### src/rtl/sb_pkg.sv
package sb_pkg;

  typedef enum logic [1:0] {
    ST_FREE  = 2'd0,
    ST_ADDR  = 2'd1,
    ST_READY = 2'd2,
    ST_CMT   = 2'd3
  } slot_st_e;

  localparam logic [1:0] PR_BYPASS = 2'b00;
  localparam logic [1:0] PR_ABORT  = 2'b01;
  localparam logic [1:0] PR_FWD    = 2'b10;

  // slot reached by stepping off positions forward from base on a ring
  function automatic int ring_slot(int base, int off, int depth);
    return (base + off) % depth;
  endfunction

  // result of a probe given whether anything matched and the youngest match
  function automatic logic [1:0] probe_code(logic found, slot_st_e st);
    if (!found)                           return PR_BYPASS;
    else if (st == ST_ADDR)               return PR_ABORT;
    else if (st == ST_READY || st == ST_CMT) return PR_FWD;
    else                                  return PR_BYPASS;
  endfunction

endpackage

### src/rtl/sb_slot.sv
module sb_slot #(
  parameter int AW = 8,
  parameter int DW = 16
) (
  input  logic             clk,
  input  logic             rst_n,
  input  logic             alloc_hit,
  input  logic             alloc_has_data,
  input  logic [AW-1:0]    alloc_addr,
  input  logic [DW-1:0]    alloc_data,
  input  logic             wr_hit,
  input  logic [DW-1:0]    wr_data,
  input  logic             commit_hit,
  input  logic             drain_hit,
  output sb_pkg::slot_st_e st,
  output logic [AW-1:0]    addr,
  output logic [DW-1:0]    data
);
  import sb_pkg::*;

  always_ff @(posedge clk) begin
    if (!rst_n) begin
      st   <= ST_FREE;
      addr <= '0;
      data <= '0;
    end else if (drain_hit) begin
      st <= ST_FREE;
    end else if (alloc_hit) begin
      st   <= alloc_has_data ? ST_READY : ST_ADDR;
      addr <= alloc_addr;
      data <= alloc_has_data ? alloc_data : '0;
    end else if (wr_hit && st == ST_ADDR) begin
      st   <= ST_READY;
      data <= wr_data;
    end else if (commit_hit && st == ST_READY) begin
      st <= ST_CMT;
    end
  end


  ad_no_skip_chk: assert property (@(posedge clk) disable iff (!rst_n)
    st == ST_ADDR |=> (st == ST_ADDR || st == ST_READY));


  cmt_exit_chk: assert property (@(posedge clk) disable iff (!rst_n)
    st == ST_CMT |=> (st == ST_CMT || st == ST_FREE));


  ready_hold_chk: assert property (@(posedge clk) disable iff (!rst_n)
    (st == ST_READY && !commit_hit) |=> (st == ST_READY && $stable(data)));

endmodule

### src/rtl/sb_ring.sv
module sb_ring #(
  parameter int DEPTH = 4,
  localparam int IW = (DEPTH > 1) ? $clog2(DEPTH) : 1,
  localparam int CW = $clog2(DEPTH + 1)
) (
  input  logic          clk,
  input  logic          rst_n,
  input  logic          alloc_fire,
  input  logic          commit_fire,
  input  logic          drain_fire,
  output logic [IW-1:0] head,
  output logic [IW-1:0] tail,
  output logic [IW-1:0] cmt,
  output logic [CW-1:0] count
);
  import sb_pkg::*;

  function automatic logic [IW-1:0] step(logic [IW-1:0] p);
    return IW'(ring_slot(int'(p), 1, DEPTH));
  endfunction

  always_ff @(posedge clk) begin
    if (!rst_n) begin
      head  <= '0;
      tail  <= '0;
      cmt   <= '0;
      count <= '0;
    end else begin
      if (alloc_fire)  tail <= step(tail);
      if (commit_fire) cmt  <= step(cmt);
      if (drain_fire)  head <= step(head);
      if (alloc_fire && !drain_fire)      count <= count + 1'b1;
      else if (!alloc_fire && drain_fire) count <= count - 1'b1;
    end
  end


  count_bound_chk: assert property (@(posedge clk) disable iff (!rst_n)
    count <= CW'(DEPTH));

endmodule

### src/rtl/sb_probe.sv
module sb_probe #(
  parameter int DEPTH = 4,
  parameter int AW = 8,
  parameter int DW = 16,
  localparam int IW = (DEPTH > 1) ? $clog2(DEPTH) : 1
) (
  input  logic [IW-1:0]            head,
  input  logic [DEPTH-1:0][1:0]    slot_st,
  input  logic [DEPTH-1:0][AW-1:0] slot_addr,
  input  logic [DEPTH-1:0][DW-1:0] slot_data,
  input  logic                     probe_valid,
  input  logic [AW-1:0]            probe_addr,
  output logic [1:0]               outcome,
  output logic [DW-1:0]            data
);
  import sb_pkg::*;

  logic            found;
  slot_st_e        hit_st;
  logic [DW-1:0]   hit_data;
  logic [IW-1:0]   idx;

  // walk from oldest to youngest; the last match seen is the youngest
  always_comb begin
    found    = 1'b0;
    hit_st   = ST_FREE;
    hit_data = '0;
    idx      = '0;
    for (int k = 0; k < DEPTH; k++) begin
      idx = IW'(ring_slot(int'(head), k, DEPTH));
      if (slot_st[idx] != ST_FREE && slot_addr[idx] == probe_addr) begin
        found    = 1'b1;
        hit_st   = slot_st_e'(slot_st[idx]);
        hit_data = slot_data[idx];
      end
    end
    outcome = probe_valid ? probe_code(found, hit_st) : PR_BYPASS;
    data    = (outcome == PR_FWD) ? hit_data : '0;
  end

endmodule

### src/rtl/store_buffer.sv
module store_buffer #(
  parameter int DEPTH = 4,
  parameter int AW = 8,
  parameter int DW = 16,
  localparam int IW = (DEPTH > 1) ? $clog2(DEPTH) : 1,
  localparam int CW = $clog2(DEPTH + 1)
) (
  input  logic          clk,
  input  logic          rst_n,
  input  logic          alloc_valid,
  output logic          alloc_ready,
  input  logic [AW-1:0] alloc_addr,
  input  logic          alloc_has_data,
  input  logic [DW-1:0] alloc_data,
  output logic [IW-1:0] alloc_slot,
  input  logic          wdata_valid,
  input  logic [IW-1:0] wdata_slot,
  input  logic [DW-1:0] wdata_value,
  input  logic          commit_valid,
  output logic          commit_ready,
  output logic          drain_valid,
  input  logic          drain_ready,
  output logic [AW-1:0] drain_addr,
  output logic [DW-1:0] drain_data,
  input  logic          probe_valid,
  input  logic [AW-1:0] probe_addr,
  output logic [1:0]    probe_outcome,
  output logic [DW-1:0] probe_data,
  output logic          full,
  output logic          empty
);
  import sb_pkg::*;

  logic [IW-1:0]            head_ptr, tail_ptr, cmt_ptr;
  logic [CW-1:0]            count;
  logic [DEPTH-1:0][1:0]    slot_st;
  logic [DEPTH-1:0][AW-1:0] slot_addr;
  logic [DEPTH-1:0][DW-1:0] slot_data;
  logic [DEPTH-1:0]         busy;

  // named internal events
  logic alloc_fire, commit_fire, drain_fire;

  assign full         = (count == CW'(DEPTH));
  assign empty        = (count == '0);
  assign alloc_ready  = !full;
  assign alloc_slot   = tail_ptr;
  assign alloc_fire   = alloc_valid && alloc_ready;
  assign commit_ready = (slot_st[cmt_ptr] == ST_READY);
  assign commit_fire  = commit_valid && commit_ready;
  assign drain_valid  = (slot_st[head_ptr] == ST_CMT);
  assign drain_fire   = drain_valid && drain_ready;
  assign drain_addr   = slot_addr[head_ptr];
  assign drain_data   = slot_data[head_ptr];

  sb_ring #(.DEPTH(DEPTH)) u_ring (
    .clk(clk), .rst_n(rst_n),
    .alloc_fire(alloc_fire), .commit_fire(commit_fire), .drain_fire(drain_fire),
    .head(head_ptr), .tail(tail_ptr), .cmt(cmt_ptr), .count(count)
  );

  for (genvar i = 0; i < DEPTH; i++) begin : g_slot
    slot_st_e st_i;
    sb_slot #(.AW(AW), .DW(DW)) u_slot (
      .clk(clk), .rst_n(rst_n),
      .alloc_hit(alloc_fire && tail_ptr == IW'(i)),
      .alloc_has_data(alloc_has_data),
      .alloc_addr(alloc_addr),
      .alloc_data(alloc_data),
      .wr_hit(wdata_valid && wdata_slot == IW'(i)),
      .wr_data(wdata_value),
      .commit_hit(commit_fire && cmt_ptr == IW'(i)),
      .drain_hit(drain_fire && head_ptr == IW'(i)),
      .st(st_i),
      .addr(slot_addr[i]),
      .data(slot_data[i])
    );
    assign slot_st[i] = st_i;
    assign busy[i]    = (st_i != ST_FREE);
  end

  sb_probe #(.DEPTH(DEPTH), .AW(AW), .DW(DW)) u_probe (
    .head(head_ptr), .slot_st(slot_st), .slot_addr(slot_addr), .slot_data(slot_data),
    .probe_valid(probe_valid), .probe_addr(probe_addr),
    .outcome(probe_outcome), .data(probe_data)
  );


  occ_match_chk: assert property (@(posedge clk) disable iff (!rst_n)
    $countones(busy) == int'(count));


  commit_order_chk: assert property (@(posedge clk) disable iff (!rst_n)
    commit_fire |=> slot_st[$past(cmt_ptr)] == ST_CMT);


  drain_hold_chk: assert property (@(posedge clk) disable iff (!rst_n)
    (drain_valid && !drain_ready) |=>
      (drain_valid && $stable(drain_addr) && $stable(drain_data)));


  empty_quiet_chk: assert property (@(posedge clk) disable iff (!rst_n)
    empty |-> (!drain_valid && !commit_ready));


  outcome_code_chk: assert property (@(posedge clk) disable iff (!rst_n)
    $onehot0(probe_outcome) && (probe_valid || probe_outcome == PR_BYPASS));

endmodule

### config.mk
export PLATFORM = sky130hd
export DESIGN_NAME = store_buffer
export DESIGN_NICKNAME = d
export VERILOG_FILES = /design/src/rtl/sb_pkg.sv /design/src/rtl/sb_slot.sv /design/src/rtl/sb_ring.sv /design/src/rtl/sb_probe.sv /design/src/rtl/store_buffer.sv
export SDC_FILE = /design/constraint.sdc
export NUM_CORES = 1
export LEC_CHECK = 0
export ABC_AREA = 1
export CAP_MARGIN = 40
export CORE_UTILIZATION = 41
export DETAILED_ROUTE_END_ITERATION = 10
export GPL_TIMING_DRIVEN = 0
export PLACE_DENSITY = 0.63
export SYNTH_ARGS = -nofsm -noshare
export SYNTH_HDL_FRONTEND = slang
export SYNTH_SLANG_ARGS = --single-unit
### constraint.sdc
create_clock -name clk -period 7.63 [get_ports clk]
set_input_delay 1.1445 -clock clk [delete_from_list [all_inputs] [get_ports clk]]
set_output_delay 1.1445 -clock clk [all_outputs]
set_load 0.02 [all_outputs]
Word level (Yosys, flattened, before mapping)
Index checks and enable logic that the tools add are counted.
{"block": "classes", "add_sub_neg": 7, "order_cmp": 5, "eq_ne": 31, "muxes": 67, "bitwise_logic": 5, "n_reduce_logical": 67}
{"cell": "16-bit two-way mux", "count": 18}
{"cell": "16-bit binary-select mux with 2-bit select", "count": 4}
{"cell": "8-bit binary-select mux with 2-bit select", "count": 4}
{"cell": "2-bit two-way mux", "count": 26}
{"cell": "2-bit equality test (second input constant)", "count": 17}
{"cell": "1-bit logical AND", "count": 33}
{"cell": "8-bit equality test", "count": 4}
{"cell": "8-bit two-way mux", "count": 4}
{"cell": "2-bit binary-select mux with 2-bit select", "count": 5}
{"cell": "2-bit by 1-bit equality test with 1-bit output (second input constant)", "count": 9}
{"cell": "2-bit nonzero test", "count": 9}
{"cell": "2-bit AND reduction", "count": 8}
{"cell": "2-bit by 3-bit less-than comparator with 1-bit output (second input constant)", "count": 5}
{"cell": "3-bit nonzero test", "count": 4}
{"cell": "2-bit logical NOT", "count": 4}
{"cell": "2-bit OR reduction", "count": 4}
{"cell": "2-bit by 1-bit adder with 2-bit output (second input constant)", "count": 3}
{"cell": "3-bit two-way mux", "count": 2}
{"cell": "1-bit NOT", "count": 5}
{"cell": "2-bit adder (second input constant)", "count": 2}
{"cell": "1-bit two-way mux", "count": 4}
{"cell": "3-bit by 1-bit adder with 3-bit output (second input constant)", "count": 1}
{"cell": "3-bit equality test (second input constant)", "count": 1}
{"cell": "1-bit logical NOT", "count": 3}
{"cell": "other kinds (3)", "count": 3}
{"block": "word_totals", "regBits": 113, "in_bits": 58, "out_inout_bits": 49, "wordCells": 198}

Longest topological paths before layout
{"block": "depth", "word_depth": 16, "depth_mapped": 24, "mapped_depth_nobuf": 17}

Modules after synthesis
A second synthesis with hierarchy kept.
{"block": "unflattened", "hier_cells": 2009, "area_unflattened_um2": 11197.0}
{"module": "sb_slot", "instances": 4, "cells_per_inst": 208, "area_each_um2": 1416.4, "seq_area_each_um2": 520.5}
{"module": "sb_probe", "instances": 1, "cells_per_inst": 941, "area_each_um2": 4274.1, "seq_area_each_um2": 0.0}
{"module": "store_buffer", "instances": 1, "cells_per_inst": 189, "area_each_um2": 884.6, "seq_area_each_um2": 0.0}
{"module": "sb_ring", "instances": 1, "cells_per_inst": 47, "area_each_um2": 372.9, "seq_area_each_um2": 180.2}

Worst setup path before layout
Ideal clock, no wire load.
{"block": "synth_timing", "path_kind": "register to output", "startpoint": "register u_ring.head[0]", "endpoint": "output probe_data[5]", "arrival_time_ps": 3081, "required_ps": 6485, "path_slack_ps": 3404, "path_stages_with_launch": 22, "n_path_buf": 8, "cell_sequence": "dfxtp_1 buf_6 inv_8 buf_6 buf_6 clkbuf_1 ha_1 buf_4 inv_4 buf_6 buf_6 nand3_1 nand3_1 nand2_1 nor2_1 nand4_2 buf_2 nand2_1 nand3_1 nand3_1 nand2_1 nor2_1"}
{"block": "synth_between", "word_cells_on_any_way": 61, "classes_between": "add/sub (3); eq/ne (8); mux (41); reduce/logical (9)"}
{"element": "from (decl)", "line_no": "sb_ring.sv:11", "source": "output logic [IW-1:0] head,"}
{"element": "from (signal assigned)", "line_no": "sb_ring.sv:31", "source": "if (drain_fire) head <= step(head);"}
{"element": "2-bit adder (*)", "line_no": "sb_pkg.sv:16", "source": "return (base + off) % depth;"}
{"element": "via u_probe.idx[0]", "line_no": "sb_probe.sv:21", "source": "logic [IW-1:0] idx;"}
{"element": "8-bit binary-select mux with 2-bit select / 2-bit binary-select mux with 2-bit select (equally long branches)", "line_no": "sb_probe.sv:31, sb_probe.sv:33"}
{"element": "8-bit two-way mux (implied by the code) / 2-bit two-way mux (equally long branches)", "line_no": "sb_probe.sv:31, sb_probe.sv:33"}
{"element": "8-bit equality test / 2-bit nonzero test (equally long branches)", "line_no": "sb_probe.sv:31", "source": "if (slot_st[idx] != ST_FREE && slot_addr[idx] == probe_addr) begin"}
{"element": "1-bit logical AND", "line_no": "sb_probe.sv:31"}
{"element": "2-bit two-way mux", "line_no": "sb_probe.sv:31"}
{"element": "2-bit equality test", "line_no": "sb_pkg.sv:23", "source": "else if (st == ST_READY || st == ST_CMT) return PR_FWD;"}
{"element": "1-bit logical OR", "line_no": "sb_pkg.sv:23"}
{"element": "2-bit two-way mux", "line_no": "sb_pkg.sv:23"}
{"element": "2-bit two-way mux", "line_no": "sb_pkg.sv:22", "source": "else if (st == ST_ADDR) return PR_ABORT;"}
{"element": "2-bit two-way mux", "line_no": "sb_pkg.sv:21", "source": "if (!found) return PR_BYPASS;"}
{"element": "2-bit two-way mux", "line_no": "sb_probe.sv:37", "source": "outcome = probe_valid ? probe_code(found, hit_st) : PR_BYPASS;"}
{"element": "2-bit equality test", "line_no": "sb_probe.sv:38", "source": "data = (outcome == PR_FWD) ? hit_data : '0;"}
{"element": "16-bit two-way mux (*)", "line_no": "sb_probe.sv:38"}
{"element": "to (decl)", "line_no": "store_buffer.sv:28", "source": "output logic [DW-1:0] probe_data,"}
The timed path passes the listed nets; every way through them passes the cells marked *. The select of a mux whose other input is x is not followed.

Final worst setup path
{"block": "layout_timing", "startpoint": "register u_ring.head[0]", "endpoint": "output probe_data[4]"}
Same word-level chain as after synthesis.

==> metrics.md <==
| Metric | Value |
|---|---|
| Crit end category | output port |
| Comb pwr share | between 20% and 30% |
| Critical Path RT | ~6500 ps |
| N_diodes | 0 |
| Layout Cells excl Fill | 1958 |
| Largest area contributor in the netlist | dfxtp_1 |
| Final global-route overflow total | 0 |
| Worst skew pair latency | 440 ps |
| Area growth, synth to finish | 22.2% |
| CTS Buf Count | 17 |
| Power per Cell Area | 192 nW/um^2 |
| Area contributors post-synth | dfxtp_1 (26%), nand2_1 (24%), o21ai_0 (12%), nand3_1 (8.0%), inv_1 (5.4%) |
| Vias per cell | 5.49 |
| Slew @ Worst Pin | 730 ps |
| Synth unique cells | 37 |
| Clock-pin slew on the worst setup and hold paths | approximately 60 ps |
| Clock power share | a little under two fifths |
| Post-CTS Hold Fix Bufs | 0 |
| DIE AREA | 22100 um^2 |
| Die width | ~150 um |
| TritonCTS clock tree | built |
| CORE AREA | about 21000 um^2 |
| Die Ht | approximately 150 um |
| Largest net degree at the start of global routing | 17 |
| Cells after DPL | 1926 |
| First-pass detailed-route iteration total | 5 |
| Crit start category | register |
| Avg Cell Area, Syn | 5.70 um^2 |
| Post-route minimum period | ~6200 ps |
| P_sw | ~0.00076 W |
| Flops & latches, synth | about 110 |
| Post-CTS setup buffers | 0 |
| Register share of total power | 34.2% |
| Int Power | ~0.0013 W |
| Hold Path Class | reg -> reg |
| CTS resizes | 0 |
| Worst-case vdd ir drop | 152 uV |
| Post-synth top area share | approximately 26% |
| Vias in the first global route | between 9000 and 10000 |
| Post-Syn Nets | 1619 |
| Tot GR Track Use | 30.8% |
| Rows | 53 |
| Final worst path period share | a little over 80% |
| Slew headroom | approximately 50% |
| Initial core utilization | 41.8% |
| Routability cong. | between 0.9 and 1 |
| Skew final | about 12 ps |
| IO Port Bufs | around 100 |
| CP Max Fanout | 11 |
| Final #Nets | between 1500 and 2000 |
| H-tree depth | 4 |
| Crit Path Class | reg -> out |
| Layout cells sized above 1 | about 6% |
| First-pass GRT wire length | ~52 mm |
| Final TNS setup | 0 ps |
| Yosys Warn Count | 0 |
| F_max | 0.161 GHz |
| Clock Tree Buf Depth | 2 |
| Vias | approximately 11000 |
| Root buf cell | clkbuf_16 |
| Leakage power | ~4.6 nW |
| Status | finished clean |
| Seq/Total Area, Yosys | 25.6% |
| DR iter-0 viols | between 1000 and 1500 |
| Synthesized cell area | a little under 9000 um^2 |
| RSZ-0062 raised after global routing | false |
| Initial antenna violation count | 0 |
| DRC violations left | 0 |
| WP data arrival | 5070 ps |
| WL final | ~34 mm |
| Clk sinks | 113 |
| # IOs | 107 |
| Final setup fails | 0 |
| Synthesized instance count | 1547 |
| Sw frac | a little under two fifths |
| Worst R2R Setup Slack | between 4000 and 5000 ps |
| Drt wl/cell | ~17 um |
| Final-layout fill cell count | 2253 |
| Max-Cap Viols | 0 |
| Routed Antenna Nets | 0 |
| Final hold viol count | 0 |
| HPWL after DPL | between 20 and 30 mm |
| Pins Over Slew Limit | 0 |
-- stage by stage --
stage | hold slack (ps) | power, W | worst slack, ps | cell area [um^2] | util, %
2_1_floorplan | 439 | 0.00104 | 3400 | 8820 | -
5_1_grt | 530 | 0.00217 | 1250 | 10800 | 51.1
3_3_place_gp | 473 | 0.00127 | 1970 | 10200 | 48.4
6_report | 487 | 0.00207 | 1410 | 10800 | 51.1
3_5_place_dp | 484 | 0.00128 | 1990 | 10200 | 48.4
4_1_cts | 494 | 0.00206 | 1510 | 10800 | 51.1
-- power groups by stage --
stage | Combinational, W | Sequential (W) | Clock (W)
after floorplan | 0.000353 | 0.000692 | 0
after global placement | 0.000555 | 0.000716 | 0
after detailed placement | 0.000560 | 0.000715 | 0
after CTS | 0.000563 | 0.000703 | 0.000790
after global routing | 0.000635 | 0.000713 | 0.000818
final | 0.000573 | 0.000707 | 0.000788
-- per-layer routing --
layer / part of all wire [%] / track usage (%)
met1: 48 / 47.7
met2: 40 / 43.6
met3: 10 / 5.28
met4: 1.2 / 6.96
met5: 0 / 0
-- registers in the layout, summed over array words and instances (netlist names) --
| signal | count |
|---|---|
| u_ring.tail | 2 |
| u_ring.head | 2 |
| g_slot.u_slot.data | 64 |
| g_slot.u_slot.st | 8 |
| u_ring.cmt | 2 |
| u_ring.count | 3 |
| g_slot.u_slot.addr | 32 |
-- worst paths after layout --
kind                                      from                            to  cells after the start
setup / recovery   u_ring.head[0]$_SDFFE_PN0P_                 probe_data[4]                     24
hold / removal    u_ring.count[2]$_SDFFE_PN0P_  u_ring.count[2]$_SDFFE_PN0P_                      2
setup reg to reg   u_ring.head[0]$_SDFFE_PN0P_   u_ring.head[1]$_SDFFE_PN0P_                     12
hold reg to reg   u_ring.count[2]$_SDFFE_PN0P_  u_ring.count[2]$_SDFFE_PN0P_                      2
-- synthesized netlist by cell type, drive strengths merged --
master	n
nand3b	1
a31oi	64
dfxtp	113
nor2	129
o211ai	17
xor2	10
a2111oi	1
clkinv	2
nand4	7
fa	1
nand2	568
a21oi	18
nand3	143
clkbuf	48
inv	133
ha	13
mux2i	1
or2	1
o21ai	232
nor3	3
buf	41
and3	1
-- placed cells by master (no fill, tap or decap), drive strengths merged --
| cell type | n |
|---|---|
| a2111oi | 1 |
| a21oi | 18 |
| a31oi | 64 |
| and3 | 1 |
| buf | 41 |
| bufinv | 1 |
| clkbuf | 65 |
| clkdlybuf4s50 | 104 |
| clkinv | 7 |
| clkinvlp | 2 |
| dfxtp | 113 |
| fa | 1 |
| ha | 13 |
| inv | 140 |
| mux2i | 1 |
| nand2 | 568 |
| nand3 | 143 |
| nand3b | 1 |
| nand4 | 7 |
| nor2 | 129 |
| nor3 | 3 |
| o211ai | 17 |
| o21ai | 232 |
| or2 | 1 |
| xor2 | 10 |
-- worst max-delay path, cell delays in order (launching register included) --
cell and delay, ps:
dfxtp_1 340, buf_6 150, inv_8 80, buf_6 160
buf_6 170, clkbuf_1 520, ha_1 350, buf_4 190
inv_4 100, buf_6 160, buf_6 170, nand3_1 110
nand2_1 70, nand2_1 50, nand2_1 160, nand3_1 140
inv_1 90, nand4_2 200, buf_2 280, nand2_1 90
nand3_1 60, nand3_1 80, nand2_1 50, nor2_1 210
clkdlybuf4s50_1 650
-- cells by family (layout without fill, tap and decap cells) --
group	after synthesis	in the layout	share of synthesized area (%)
simple gates	853	853	39.7
fa+ha+maj	14	14	2.07
xor+xnor	10	10	1.08
buf+inv	224	360	11.1
compound gates	332	332	20.3
mux	1	1	0.113
flops	113	113	25.6
-- area by class of cell --
cell class / count / area [um^2] / share of cell area, %
buffer: 89 / 462 / 4.28
clock buffer: 17 / 425 / 3.95
inverter: 135 / 517 / 4.79
clock inverter: 15 / 149 / 1.38
multi-input combinational: 1210 / 5580 / 51.8
timing repair buffer: 104 / 1040 / 9.66
sequential: 113 / 2260 / 21.0
tap: 275 / 344 / 3.19
(Power assumes the default switching activity.)
